`src/rtl/hjs_pkg.sv`:
```
package hjs_pkg;

  // mode word bit positions (decoded by software and the core)
  localparam int MB_ALGO_LO = 1;
  localparam int MB_CONST   = 3;
  localparam int MB_CLOSE   = 4;
  localparam int MB_KEY     = 5;
  localparam int MB_OUTER   = 7;
  localparam logic [7:0] MODE_KEEP = 8'hBE;

  typedef enum logic [1:0] {
    SEL_MODE  = 2'd0,
    SEL_COUNT = 2'd1,
    SEL_LEN   = 2'd2,
    SEL_NONE  = 2'd3
  } cfg_sel_e;

  typedef enum logic [1:0] {
    BK_DATA  = 2'd0,
    BK_KEY   = 2'd1,
    BK_OUTER = 2'd2,
    BK_RSVD  = 2'd3
  } blk_kind_e;

  typedef enum logic [2:0] {
    ST_IDLE,
    ST_SUSP,
    ST_PICK,
    ST_REQ,
    ST_WAIT
  } seq_state_e;

  typedef enum logic [2:0] {
    STEP_KEY,
    STEP_DATA,
    STEP_PAD,
    STEP_OUTER,
    STEP_PARK,
    STEP_END
  } step_e;

endpackage

```
`src/rtl/hjs_mode_reg.sv`:
```
module hjs_mode_reg
  import hjs_pkg::*;
(
  input  logic       clk,
  input  logic       rst_n,
  input  logic       wr_en,
  input  logic [7:0] wr_data,
  input  logic       clr_const,
  input  logic       clr_close,
  input  logic       clr_key,
  input  logic       clr_outer,
  output logic [7:0] mode_q
);

  always_ff @(posedge clk or negedge rst_n) begin
    if (!rst_n) begin
      mode_q <= '0;
    end else if (wr_en) begin
      mode_q <= wr_data & MODE_KEEP;
    end else begin
      if (clr_const) mode_q[MB_CONST] <= 1'b0;
      if (clr_close) mode_q[MB_CLOSE] <= 1'b0;
      if (clr_key)   mode_q[MB_KEY]   <= 1'b0;
      if (clr_outer) mode_q[MB_OUTER] <= 1'b0;
    end
  end

endmodule

```
`src/rtl/hjs_byte_track.sv`:
```
module hjs_byte_track #(
  parameter int LEN_W     = 32,
  parameter int CNT_W     = 32,
  parameter int BLK_BYTES = 64,
  localparam int BB_W     = $clog2(BLK_BYTES + 1),
  localparam int BLK_LG   = $clog2(BLK_BYTES)
) (
  input  logic             clk,
  input  logic             rst_n,
  input  logic             cnt_wr,
  input  logic             job_start,
  input  logic [31:0]      wr_data,
  input  logic             seed_key,
  input  logic             seed_const,
  input  logic             advance,
  input  logic [BB_W-1:0]  adv_bytes,
  output logic [LEN_W-1:0] remain_q,
  output logic [CNT_W-1:0] count_q,
  output logic             rem_nz,
  output logic             rem_short,
  output logic [BB_W-1:0]  chunk
);

  localparam logic [LEN_W-1:0] BLK_LEN = LEN_W'(BLK_BYTES);
  localparam logic [CNT_W-1:0] BLK_CNT = CNT_W'(BLK_BYTES);

  logic [CNT_W-1:0] cnt_aligned;

  always_comb begin
    rem_nz      = |remain_q;
    rem_short   = remain_q < BLK_LEN;
    chunk       = rem_short ? remain_q[BB_W-1:0] : BB_W'(BLK_BYTES);
    cnt_aligned = {wr_data[CNT_W-1:BLK_LG], BLK_LG'(0)};
  end

  always_ff @(posedge clk or negedge rst_n) begin
    if (!rst_n) begin
      remain_q <= '0;
      count_q  <= '0;
    end else if (job_start) begin
      remain_q <= wr_data[LEN_W-1:0];
      if (seed_key)
        count_q <= BLK_CNT;
      else if (seed_const)
        count_q <= '0;
    end else if (cnt_wr) begin
      count_q <= cnt_aligned;
    end else if (advance) begin
      remain_q <= remain_q - LEN_W'(adv_bytes);
      count_q  <= count_q + CNT_W'(adv_bytes);
    end
  end

endmodule

```
`src/rtl/hjs_step_pick.sv`:
```
module hjs_step_pick
  import hjs_pkg::*;
(
  input  logic  key_pend,
  input  logic  close_pend,
  input  logic  outer_pend,
  input  logic  rem_nz,
  input  logic  park_pend,
  output step_e step
);

  // order of steps: key block, message data, padding, outer hash
  always_comb begin
    if (key_pend)
      step = STEP_KEY;
    else if (rem_nz)
      step = park_pend ? STEP_PARK : STEP_DATA;
    else if (close_pend)
      step = STEP_PAD;
    else if (outer_pend)
      step = STEP_OUTER;
    else
      step = STEP_END;
  end

endmodule

```
`src/rtl/hash_job_seq.sv`:
```
module hash_job_seq
  import hjs_pkg::*;
#(
  parameter int LEN_W     = 32,
  parameter int CNT_W     = 32,
  parameter int BLK_BYTES = 64,
  localparam int BB_W     = $clog2(BLK_BYTES + 1)
) (
  input  logic             clk,
  input  logic             rst_n,
  input  logic             cfg_we,
  input  logic [1:0]       cfg_sel,
  input  logic [31:0]      cfg_wdata,
  input  logic             ctx_sw_req,
  output logic             blk_valid,
  input  logic             blk_ready,
  output logic [1:0]       blk_kind,
  output logic [BB_W-1:0]  blk_bytes,
  output logic             blk_pad,
  output logic             blk_seed_const,
  output logic [1:0]       blk_algo,
  input  logic             blk_done,
  output logic             busy,
  output logic             job_done,
  output logic             suspended,
  output logic [7:0]       mode_q,
  output logic [CNT_W-1:0] count_q,
  output logic [LEN_W-1:0] remain_q
);

  seq_state_e      st;
  step_e           step;
  blk_kind_e       kind_q;
  logic [BB_W-1:0] bytes_q;
  logic            pad_q;
  logic            seed_q;
  logic            park_pend;
  logic            rem_nz;
  logic            rem_short;
  logic [BB_W-1:0] chunk;
  logic            job_start;
  logic            mode_wr;
  logic            cnt_wr;
  logic            blk_fin;
  logic            adv;

  assign busy      = (st == ST_PICK) || (st == ST_REQ) || (st == ST_WAIT);
  assign suspended = (st == ST_SUSP);
  assign job_start = cfg_we && (cfg_sel == SEL_LEN)   && !busy;
  assign mode_wr   = cfg_we && (cfg_sel == SEL_MODE)  && !busy;
  assign cnt_wr    = cfg_we && (cfg_sel == SEL_COUNT) && !busy;
  assign blk_fin   = (st == ST_WAIT) && blk_done;
  assign adv       = blk_fin && (kind_q == BK_DATA);

  hjs_mode_reg u_mode (
    .clk       (clk),
    .rst_n     (rst_n),
    .wr_en     (mode_wr),
    .wr_data   (cfg_wdata[7:0]),
    .clr_const (adv),
    .clr_close (adv && pad_q),
    .clr_key   (blk_fin && (kind_q == BK_KEY)),
    .clr_outer (blk_fin && (kind_q == BK_OUTER)),
    .mode_q    (mode_q)
  );

  hjs_byte_track #(
    .LEN_W     (LEN_W),
    .CNT_W     (CNT_W),
    .BLK_BYTES (BLK_BYTES)
  ) u_track (
    .clk        (clk),
    .rst_n      (rst_n),
    .cnt_wr     (cnt_wr),
    .job_start  (job_start),
    .wr_data    (cfg_wdata),
    .seed_key   (mode_q[MB_KEY]),
    .seed_const (mode_q[MB_CONST]),
    .advance    (adv),
    .adv_bytes  (bytes_q),
    .remain_q   (remain_q),
    .count_q    (count_q),
    .rem_nz     (rem_nz),
    .rem_short  (rem_short),
    .chunk      (chunk)
  );

  hjs_step_pick u_pick (
    .key_pend   (mode_q[MB_KEY]),
    .close_pend (mode_q[MB_CLOSE]),
    .outer_pend (mode_q[MB_OUTER]),
    .rem_nz     (rem_nz),
    .park_pend  (park_pend),
    .step       (step)
  );

  // sequencing state machine
  always_ff @(posedge clk or negedge rst_n) begin
    if (!rst_n) begin
      st       <= ST_IDLE;
      kind_q   <= BK_DATA;
      bytes_q  <= '0;
      pad_q    <= 1'b0;
      seed_q   <= 1'b0;
      job_done <= 1'b0;
    end else begin
      job_done <= 1'b0;
      unique case (st)
        ST_IDLE, ST_SUSP: begin
          if (job_start) st <= ST_PICK;
        end
        ST_PICK: begin
          unique case (step)
            STEP_KEY: begin
              kind_q  <= BK_KEY;
              bytes_q <= BB_W'(BLK_BYTES);
              pad_q   <= 1'b0;
              seed_q  <= 1'b0;
              st      <= ST_REQ;
            end
            STEP_DATA: begin
              kind_q  <= BK_DATA;
              bytes_q <= chunk;
              pad_q   <= mode_q[MB_CLOSE] && rem_short;
              seed_q  <= mode_q[MB_CONST];
              st      <= ST_REQ;
            end
            STEP_PAD: begin
              kind_q  <= BK_DATA;
              bytes_q <= '0;
              pad_q   <= 1'b1;
              seed_q  <= mode_q[MB_CONST];
              st      <= ST_REQ;
            end
            STEP_OUTER: begin
              kind_q  <= BK_OUTER;
              bytes_q <= '0;
              pad_q   <= 1'b0;
              seed_q  <= 1'b0;
              st      <= ST_REQ;
            end
            STEP_PARK: st <= ST_SUSP;
            default: begin
              st       <= ST_IDLE;
              job_done <= 1'b1;
            end
          endcase
        end
        ST_REQ: begin
          if (blk_ready) st <= ST_WAIT;
        end
        ST_WAIT: begin
          if (blk_done) st <= ST_PICK;
        end
        default: st <= ST_IDLE;
      endcase
    end
  end

  // context-switch request is held until the job parks or ends
  always_ff @(posedge clk or negedge rst_n) begin
    if (!rst_n)
      park_pend <= 1'b0;
    else if ((st == ST_PICK) && ((step == STEP_PARK) || (step == STEP_END)))
      park_pend <= 1'b0;
    else if (ctx_sw_req && busy)
      park_pend <= 1'b1;
  end

  assign blk_valid      = (st == ST_REQ);
  assign blk_kind       = kind_q;
  assign blk_bytes      = bytes_q;
  assign blk_pad        = pad_q;
  assign blk_seed_const = seed_q;
  assign blk_algo       = mode_q[MB_ALGO_LO +: 2];

endmodule

```
`config.mk`:
```
export PLATFORM = sky130hd
export DESIGN_NAME = hash_job_seq
export DESIGN_NICKNAME = d
export VERILOG_FILES = /design/src/rtl/hjs_pkg.sv /design/src/rtl/hjs_mode_reg.sv /design/src/rtl/hjs_byte_track.sv /design/src/rtl/hjs_step_pick.sv /design/src/rtl/hash_job_seq.sv
export SDC_FILE = /design/constraint.sdc
export NUM_CORES = 1
export LEC_CHECK = 0
export BUFFER_PORTS_ARGS = -buffer_cell sky130_fd_sc_hd__buf_2
export CORE_UTILIZATION = 49
export DETAILED_ROUTE_END_ITERATION = 6
export HOLD_SLACK_MARGIN = 0.08
export PLACE_DENSITY = 0.74
export SKIP_CTS_REPAIR_TIMING = 1
export SLEW_MARGIN = 20
export SYNTH_ARGS = -nofsm -noshare
export SYNTH_HDL_FRONTEND = slang
export SYNTH_HIERARCHICAL = 1
export SYNTH_SLANG_ARGS = --single-unit
```
`constraint.sdc`:
```
create_clock -name clk -period 2.8 [get_ports clk]
set_input_delay 0.56 -clock clk [delete_from_list [all_inputs] [get_ports clk]]
set_output_delay 0.56 -clock clk [all_outputs]
set_load 0.02 [all_outputs]
```
# After elaboration in Yosys (flattened, before gate mapping)
# Index checks and enable logic that the tools add are counted.
[classes]
add_sub_neg = 2
order_cmp = 1
n_eq_ne = 18
muxes = 33
n_reduce_logical = 47
[ops]
columns = ["operator", "count"]
rows = [
  ["two-way mux 32 bit", 8],
  ["adder 32 x 7 -> 32 bit", 1],
  ["less-than comparator 32 x 7 -> 1 bit (second input constant)", 1],
  ["OR reduction 32 bit", 1],
  ["subtractor 32 x 7 -> 32 bit", 1],
  ["two-way mux 3 bit", 9],
  ["one-hot mux 7 bit (3 select lines)", 1],
  ["logical AND 1 bit", 14],
  ["nonzero test 2 bit", 7],
  ["equality test 3 x 2 -> 1 bit (second input constant)", 4],
  ["one-hot mux 3 bit (4 select lines)", 1],
  ["AND reduction 2 bit", 6],
  ["nonzero test 3 bit", 4],
  ["equality test 3 bit (second input constant)", 3],
  ["two-way mux 1 bit", 9],
  ["OR reduction 2 bit", 4],
  ["two-way mux 7 bit", 1],
  ["equality test 3 x 1 -> 1 bit (second input constant)", 2],
  ["logical NOT 3 bit", 2],
  ["!= test 2 bit (second input constant)", 3],
  ["one-hot mux 2 bit (3 select lines)", 1],
  ["OR reduction 5 bit", 1],
  ["equality test 2 x 1 -> 1 bit (second input constant)", 2],
  ["equality test 2 bit (second input constant)", 2],
  ["other kinds (10)", 13],
]
[word_totals]
regBits = 86
inputBits = 40
output_inout_bits = 89
wordCells = 115

# Logic depth before layout (Yosys ltp)
# Gate-level depths: netlist of the first run.
[logic_depth]
ltp_word = 8
depth_mapped = 11
mapped_depth_nobuf = 10

# Modules after synthesis
# The synthesis of the first run kept the hierarchy.
[by_module_without_submodules]
columns = ["mod", "n_inst", "cells_per_inst", "area_each_um2"]
rows = [
  ["hjs_byte_track", 1, 510, 4371.7],
  ["hash_job_seq", 1, 88, 822.0],
  ["hjs_mode_reg", 1, 20, 265.3],
  ["hjs_step_pick", 1, 7, 40.0],
]

# Least setup slack after synthesis of the first run
# Ideal clock, no wire load.
[synth_path]
path_kind = "register -> register"
start = "register u_track.remain_q[17]"
end = "register bytes_q[6], in the netlist blk_bytes[6]"
arrival_time_ns = 3.031
required_time_ns = 2.657
slack_ns = -0.374
stages_incl_launch_ff = 12
period_less_slack_ns = 3.174
cell_sequence = "dfrtp_1 -> or4_4 -> nor4_4 -> nand4_1 -> nor4_2 -> nand4_1 -> nand2_1 -> a21oi_1 -> or4b_4 -> buf_2 -> nand2_1 -> o31ai_2"
[synth_lines]
columns = ["element", "line", "rtl"]
rows = [
  ["from (decl)", "hjs_byte_track.sv:17", "output logic [LEN_W-1:0] remain_q,"],
  ["from (signal assigned)", "hjs_byte_track.sv:41", "remain_q <= wr_data[LEN_W-1:0];"],
  ["from (signal assigned)", "hjs_byte_track.sv:49", "remain_q <= remain_q - LEN_W'(adv_bytes);"],
  ["less-than comparator 32 x 7 -> 1 bit", "hjs_byte_track.sv:31", "rem_short = remain_q < BLK_LEN;"],
  ["named net rem_short", "hash_job_seq.sv:39", "logic rem_short;"],
  ["two-way mux 7 bit", "hjs_byte_track.sv:32", "chunk = rem_short ? remain_q[BB_W-1:0] : BB_W'(BLK_BYTES);"],
  ["one-hot mux 7 bit (3 select lines)", "hash_job_seq.sv:113", "unique case (step)"],
  ["to (signal assigned)", "hash_job_seq.sv:116", "bytes_q <= BB_W'(BLK_BYTES);"],
  ["to (signal assigned)", "hash_job_seq.sv:123", "bytes_q <= chunk;"],
  ["to (decl)", "hash_job_seq.sv:34", "logic [BB_W-1:0] bytes_q;"],
]
# The timed path passes the listed nets, and every way through them passes these cells.
# A chain may end at the register's enable or synchronous reset.

# Final worst setup path of the first run
# Ends and elaborated chain as after synthesis.

==> impl_metrics.yaml, run 1 <==
detailed_routing:
  drc: 9
  post_drt_wl_per_cell_um: 18.6
  vias_per_cell: 6.06
  first_iter_violations: 586
  wl_um: 17500
  drtAntennaViolNets: 0
  via_count: 5678
  detail_route.first_pass.iterations: 7
setup_path:
  crit_start: "u_track/remain_q[17]$_DFFE_PN0P_"
  cp-end-kind: "flop"
  worstRegToRegCells: 10
  critical_path_class: "flop to flop"
  crit_path_start_kind: "flop"
  r2r-end: "blk_bytes[6]$_DFFE_PN0P_"
  cp.arrival_ns: 3.49
  timing.rr.start: "u_track/remain_q[17]$_DFFE_PN0P_"
  cp_cell_sequence: "or4_4 > nor4_4 > nand4_1 > nor4_4 > nand4_1 > nand2_1 > a21oi_2 > or4b_4 > buf_4 > o31ai_4"
  required_ns: 3.09
  cp_max_fo: 7
  max_stage_delay_ns: 0.62
  critPathTopFamily: "simple AND/OR/NAND/NOR gates"
  r2r_slack_ns: -0.39
  crit_slowest_cell: "or4b_4"
  crit_buf_inv: 1
timing:
  max_freq_mhz: 313
  timing.final.crit_share: 1.14
  min_period_ns: 3.19
  layout_setup_ws_ns: -0.394
  relSlewSlack: 0.581
  rsz0062_at_grt: "yes"
  skew_ns: 0.00549
  slew_viol_final: 0
  final-hold-violation-count: 0
  worst_pin_slew_ns: 0.628
  finalSetupViolCount: 15
  tns_ns: -4.93
floorplan:
  die_h_um: 108
  coreArea_sq_mm: 0.0109
  placementRows: 38
  initial_utilization: 0.505
  io_pins: 129
  die-area_sq_mm: 0.0117
  die_width_um: 108
power:
  power_leakage_nw: 3.11
  combPwrFrac: 0.504
  p_sw_w: 0.00303
  power_per_cell_area_mw_per_mm2: 952
  switching_share: 0.457
  p_int_w: 0.00360
  p_seq_frac: 0.345
  vdd_drop_max_uv: 578
  clockPowerShare: 0.151
logic_synthesis:
  synth_edf_count: 0
  async_reset_ff_frac: 1.00
  synth_ff_type: "dfrtp_1"
  ys_seq_area_frac: 0.391
  postSynthCellCount: 625
  synth.distinct_cells: 73
  yosys_warnings: 6
  netlist_area_sq_mm: 0.00550
  ys_ff_latch: 86
  syn_area_per_cell_sq_um: 8.80
clock_tree:
  clockBufferDepth: 2
  htree_levels: 3
  cts_tree: "done"
  insertion_delay_ns: 0.38
  cts_buffers: 9
  path_clk_slew_ns: 0.08
  root_buffer: "clkbuf_8"
  clock_sinks: 86
job:
  drv_cap: 0
global_routing:
  antenna_found_initial: 0
  gr-total-overflow: 0
  track_usage: 0.307
  grt_first_pass_wirelength_um: 27000
  grt_max_degree: 53
  grt_pass1_vias: 5347
outcome:
  outcome: "finished with violations"
  violations: "DRC, setup timing"
layout:
  final_common_cell: "buf_2"
  fill_cells: 928
  mostFrequentLayoutCells: "126 x buf_2, 81 x dfrtp_1, 77 x nand2_1"
  layout-drive-gt1-share: 0.320
  antennaDiodeCount: 0
  syn_to_final_growth_pct: 26.6
  regArea_sq_mm: 0.00216
  post-route-util: 0.640
  multi_input_area_sq_mm: 0.00320
  final_nets: 848
place:
  pre_cts_slack_ns: -0.401
  gp_congestion: 0.911
  dp_hpwl_um: 13000
  portBuffers: 126
worst_hold_path:
  hp-class: "input pin to async pin"
[cell usage after synthesis, types with 3 or more instances]
cell type | instances | share of area
o311ai_0 | 7 | 0.011
clkbuf_1 | 20 | 0.014
a221o_1 | 3 | 0.0055
o21a_1 | 7 | 0.0096
nand4_1 | 10 | 0.011
clkbuf_8 | 3 | 0.0075
and3_1 | 10 | 0.011
nor4_4 | 3 | 0.012
a31oi_1 | 8 | 0.0091
dfrtp_1 | 86 | 0.39
o211ai_1 | 10 | 0.014
nor3b_1 | 5 | 0.0068
nor4_1 | 6 | 0.0068
buf_4 | 4 | 0.0055
nand2_1 | 81 | 0.055
buf_2 | 4 | 0.0036
nor2_1 | 31 | 0.021
nand3_1 | 23 | 0.021
or3_1 | 4 | 0.0045
xor2_1 | 16 | 0.025
nor2b_1 | 11 | 0.013
or4_1 | 3 | 0.0041
a22oi_1 | 5 | 0.0068
nand3b_1 | 7 | 0.0096
nand2b_1 | 7 | 0.0080
a21o_1 | 5 | 0.0068
a21oi_1 | 37 | 0.034
and2_1 | 10 | 0.011
a32oi_1 | 4 | 0.0064
nor3_1 | 16 | 0.015
a211oi_1 | 3 | 0.0041
o21ai_0 | 78 | 0.071
ha_1 | 14 | 0.032
or4_4 | 3 | 0.0061
xnor2_1 | 13 | 0.021
inv_1 | 18 | 0.012
a22o_2 | 4 | 0.0073
[how the worst max path moves through the flow]
stage	end	slack, ns	depth (start not counted)
finish	blk_bytes[6]$_DFFE_PN0P_	-0.39	10
global route	st[0]$_DFFE_PN0P_	-0.49	11
CTS	blk_bytes[5]$_DFFE_PN0P_	-0.42	11
detailed placement	blk_bytes[5]$_DFFE_PN0P_	-0.40	11
global placement	blk_bytes[3]$_DFFE_PN0P_	-0.22	11
floorplan	blk_bytes[6]$_DFFE_PN0P_	-0.27	10
[routing by layer]
| metal | part of all wire | vias to the layer above | GRT usage |
|---|---|---|---|
| li1 | - | 2624 | - |
| met1 | 0.41 | 2742 | 0.389 |
| met2 | 0.48 | 271 | 0.504 |
| met3 | 0.070 | 41 | 0.0422 |
| met4 | 0.043 | 0 | 0.172 |
| met5 | 0 | - | 0 |
[registers in the layout, indices dropped and copies added (netlist names)]
signal and cells:
blk_seed_const 1, park_pend 1, u_track/count_q 32, job_done 1, blk_bytes 7, st 3
blk_kind 2, u_mode/mode_q 6, blk_pad 1, u_track/remain_q 32
[kinds of logic (layout without fill, tap and decap cells)]
logic type	Yosys count	count (layout)	synth area share
muxes	4	4	0.00956
xor gates and xnor gates	29	29	0.0462
and+or+nand+nor	242	242	0.237
AOI/OAI and AO/OA	194	194	0.228
DFF	86	86	0.391
buffers and inverters	53	224	0.0480
adders and majority gates	16	16	0.0391
other	1	2	0.000682
[stage by stage]
stage	total power [W]	cells	area [sq um]	hold WS, ns
floorplan	0.00423	626	5520	0.264
global placement	0.00539	911	6580	0.475
detailed placement	0.00548	911	6580	0.477
CTS	0.00650	927	6800	0.206
global route	0.00704	937	6960	0.224
finish	0.00663	937	6960	0.185
[cell type report]
cell class	count	area share
Multi-Input combinational cell	487	0.459
Sequential cell	86	0.310
Timing Repair Buffer	190	0.164
Tap cell	140	0.0252
Clock buffer	10	0.0198
Clock inverter	6	0.0122
Inverter	18	0.00970
[power groups by stage]
stage          clock, W  combinational [W]  sequential [W]
6_report        0.00100            0.00334         0.00229
5_1_grt         0.00106            0.00362         0.00236
4_1_cts         0.00102            0.00321         0.00227
3_5_place_dp          0            0.00319         0.00229
3_3_place_gp          0            0.00312         0.00227
2_1_floorplan         0            0.00149         0.00274
(Power assumes the default switching activity.)
==> run 2: changes to the inputs <==
--- a/config.mk
+++ b/config.mk
@@ -6,10 +6,11 @@
 export NUM_CORES = 1
 export LEC_CHECK = 0
 export BUFFER_PORTS_ARGS = -buffer_cell sky130_fd_sc_hd__buf_2
-export CORE_UTILIZATION = 49
+export CORE_UTILIZATION = 50
+export CTS_BUF_LIST = sky130_fd_sc_hd__clkbuf_8
 export DETAILED_ROUTE_END_ITERATION = 6
 export HOLD_SLACK_MARGIN = 0.08
-export PLACE_DENSITY = 0.74
+export PLACE_DENSITY = 0.75
 export SKIP_CTS_REPAIR_TIMING = 1
 export SLEW_MARGIN = 20
 export SYNTH_ARGS = -nofsm -noshare
==> run 2 against run 1 <==
Largest power group unchanged. Critical path type unchanged. Cell count is 0.75% lower. Core utilization increased by 2.3 points. Die area is 2.0% lower. The flow finishes with violations (setup timing). Critical path depth up 1. Hold slack gained 0.028 ns. Worst setup slack got worse by 0.058 ns. Clock skew is 0.0065 ns higher.
==> impl_metrics.yaml, run 2 (synthesis results as in run 1) <==
global_routing:
  grt_max_degree: 49
  track_usage: 0.315
  grt_pass1_vias: 5509
  grt_first_pass_wirelength_um: 28000
  antenna_found_initial: 0
  gr-total-overflow: 0
detailed_routing:
  drc: 0
  wl_um: 18100
  post_drt_wl_per_cell_um: 19.4
  drtAntennaViolNets: 0
  detail_route.first_pass.iterations: 7
  first_iter_violations: 558
  vias_per_cell: 6.29
  via_count: 5850
setup_path:
  cp_cell_sequence: "or4_4 > nor4_4 > nand4_1 > nor4_4 > nand4_1 > nand2_1 > a21oi_2 > or4b_4 > clkbuf_16 > nand2_2 > o31ai_4"
  required_ns: 3.06
  cp.depth: 11
  max_stage_delay_ns: 0.64
  cp.arrival_ns: 3.51
  crit_slowest_cell: "or4b_4"
  cp_max_fo: 10
  critical_path_class: "flop to flop"
  critPathTopFamily: "simple AND/OR/NAND/NOR gates"
  worstRegToRegCells: 11
  crit_buf_inv: 1
  crit_path_start_kind: "flop"
  cp-end-kind: "flop"
layout:
  post-route-util: 0.663
  final_common_cell: "buf_2"
  layout-drive-gt1-share: 0.317
  syn_to_final_growth_pct: 26.7
  mostFrequentLayoutCells: "125 x buf_2, 83 x dfrtp_1, 76 x nand2_1"
  final_nets: 844
  regArea_sq_mm: 0.00216
  multi_input_area_sq_mm: 0.00322
  fill_cells: 838
worst_hold_path:
  hp-class: "input pin to async pin"
clock_tree:
  root_buffer: "clkbuf_8"
  clockBufferDepth: 2
  insertion_delay_ns: 0.37
  clock_sinks: 86
  htree_levels: 3
  cts_buffers: 9
  cts_tree: "done"
  path_clk_slew_ns: 0.09
power:
  vdd_drop_max_uv: 479
  power_w: 0.00665
  power_per_cell_area_mw_per_mm2: 954
  power_leakage_nw: 3.10
outcome:
  outcome: "finished with violations"
  violations: "setup timing"
floorplan:
  die-area_sq_mm: 0.0114
  coreArea_sq_mm: 0.0105
  placementRows: 37
  die_width_um: 107
  initial_utilization: 0.523
  io_pins: 129
  die_h_um: 107
timing:
  slew_viol_final: 0
  worst_pin_slew_ns: 0.893
  min_period_ns: 3.25
  final-hold-violation-count: 0
  holdWs_ns: 0.214
  tns_ns: -5.44
  max_freq_mhz: 307
  rsz0062_at_grt: "yes"
  skew_ns: 0.0120
  finalSetupViolCount: 15
  relSlewSlack: 0.404
  timing.final.crit_share: 1.16
  layout_setup_ws_ns: -0.452
place:
  pre_cts_slack_ns: -0.262
  portBuffers: 126
  gp_congestion: 0.955
  dp_hpwl_um: 12900
job:
  drv_cap: 0
[run 2: cell count changes in the layout (fill, tap and decap cells not counted), sizes merged]
cell / change
buf: -6
clkbuf: +3
bufinv: -1
clkinv: -1
clkinvlp: +1
diode: +1
[run 2: final cells by class]
| class | count | share of cell area |
|---|---|---|
| clock inverter | 5 | 0.00826 |
| multi-input combinational | 487 | 0.461 |
| inverter | 18 | 0.00970 |
| tap | 136 | 0.0244 |
| sequential | 86 | 0.309 |
| antenna | 1 | 0.000359 |
| clock buffer | 11 | 0.0217 |
| timing repair buffer | 186 | 0.165 |
[run 2: routing by layer]
| metal | global-route usage | share of wire | up-vias |
|---|---|---|---|
| met5 | 0 | 0 | - |
| met4 | 0.120 | 0.035 | 0 |
| met3 | 0.0590 | 0.088 | 53 |
| met2 | 0.514 | 0.48 | 374 |
| met1 | 0.415 | 0.40 | 2810 |
| li1 | - | - | 2613 |
[run 2: final timing paths]
kind / endpoint / from / slack (ns)
max: blk_bytes[6]$_DFFE_PN0P_ / u_track/remain_q[17]$_DFFE_PN0P_ / -0.45
min: u_track/remain_q[17]$_DFFE_PN0P_ / rst_n / 0.21
max reg2reg: blk_bytes[6]$_DFFE_PN0P_ / u_track/remain_q[17]$_DFFE_PN0P_ / -0.45
min reg2reg: u_track/count_q[5]$_DFFE_PN0P_ / u_track/count_q[5]$_DFFE_PN0P_ / 0.53
max in group asynchronous: blk_kind[1]$_DFFE_PN0P_ / rst_n / 1.93
min in group clk: u_track/remain_q[0]$_DFFE_PN0P_ / cfg_wdata[0] / 0.41
[run 2: metrics by stage]
| step | cells | area, sq um |
|---|---|---|
| 6_report | 930 | 6970 |
| 5_1_grt | 929 | 6970 |
| 4_1_cts | 924 | 6800 |
| 3_5_place_dp | 908 | 6590 |
| 3_3_place_gp | 908 | 6590 |
| 2_1_floorplan | 626 | 5520 |
[run 2: worst reg2reg max path, cell delays in order, from the launching register on]
cell and delay, ns:
dfrtp_2 0.41, or4_4 0.56, nor4_4 0.20, nand4_1 0.22, nor4_4 0.26, nand4_1 0.26
nand2_1 0.17, a21oi_2 0.08, or4b_4 0.64, clkbuf_16 0.21, nand2_2 0.09, o31ai_4 0.07
[run 2: report_power, final]
group / total [W] / internal [W] / switching [W]
clock: 0.000946 / 0.000460 / 0.000486
sequential: 0.00228 / 0.00169 / 0.000588
combinational: 0.00342 / 0.00140 / 0.00202
total: 0.00665 / 0.00355 / 0.00310
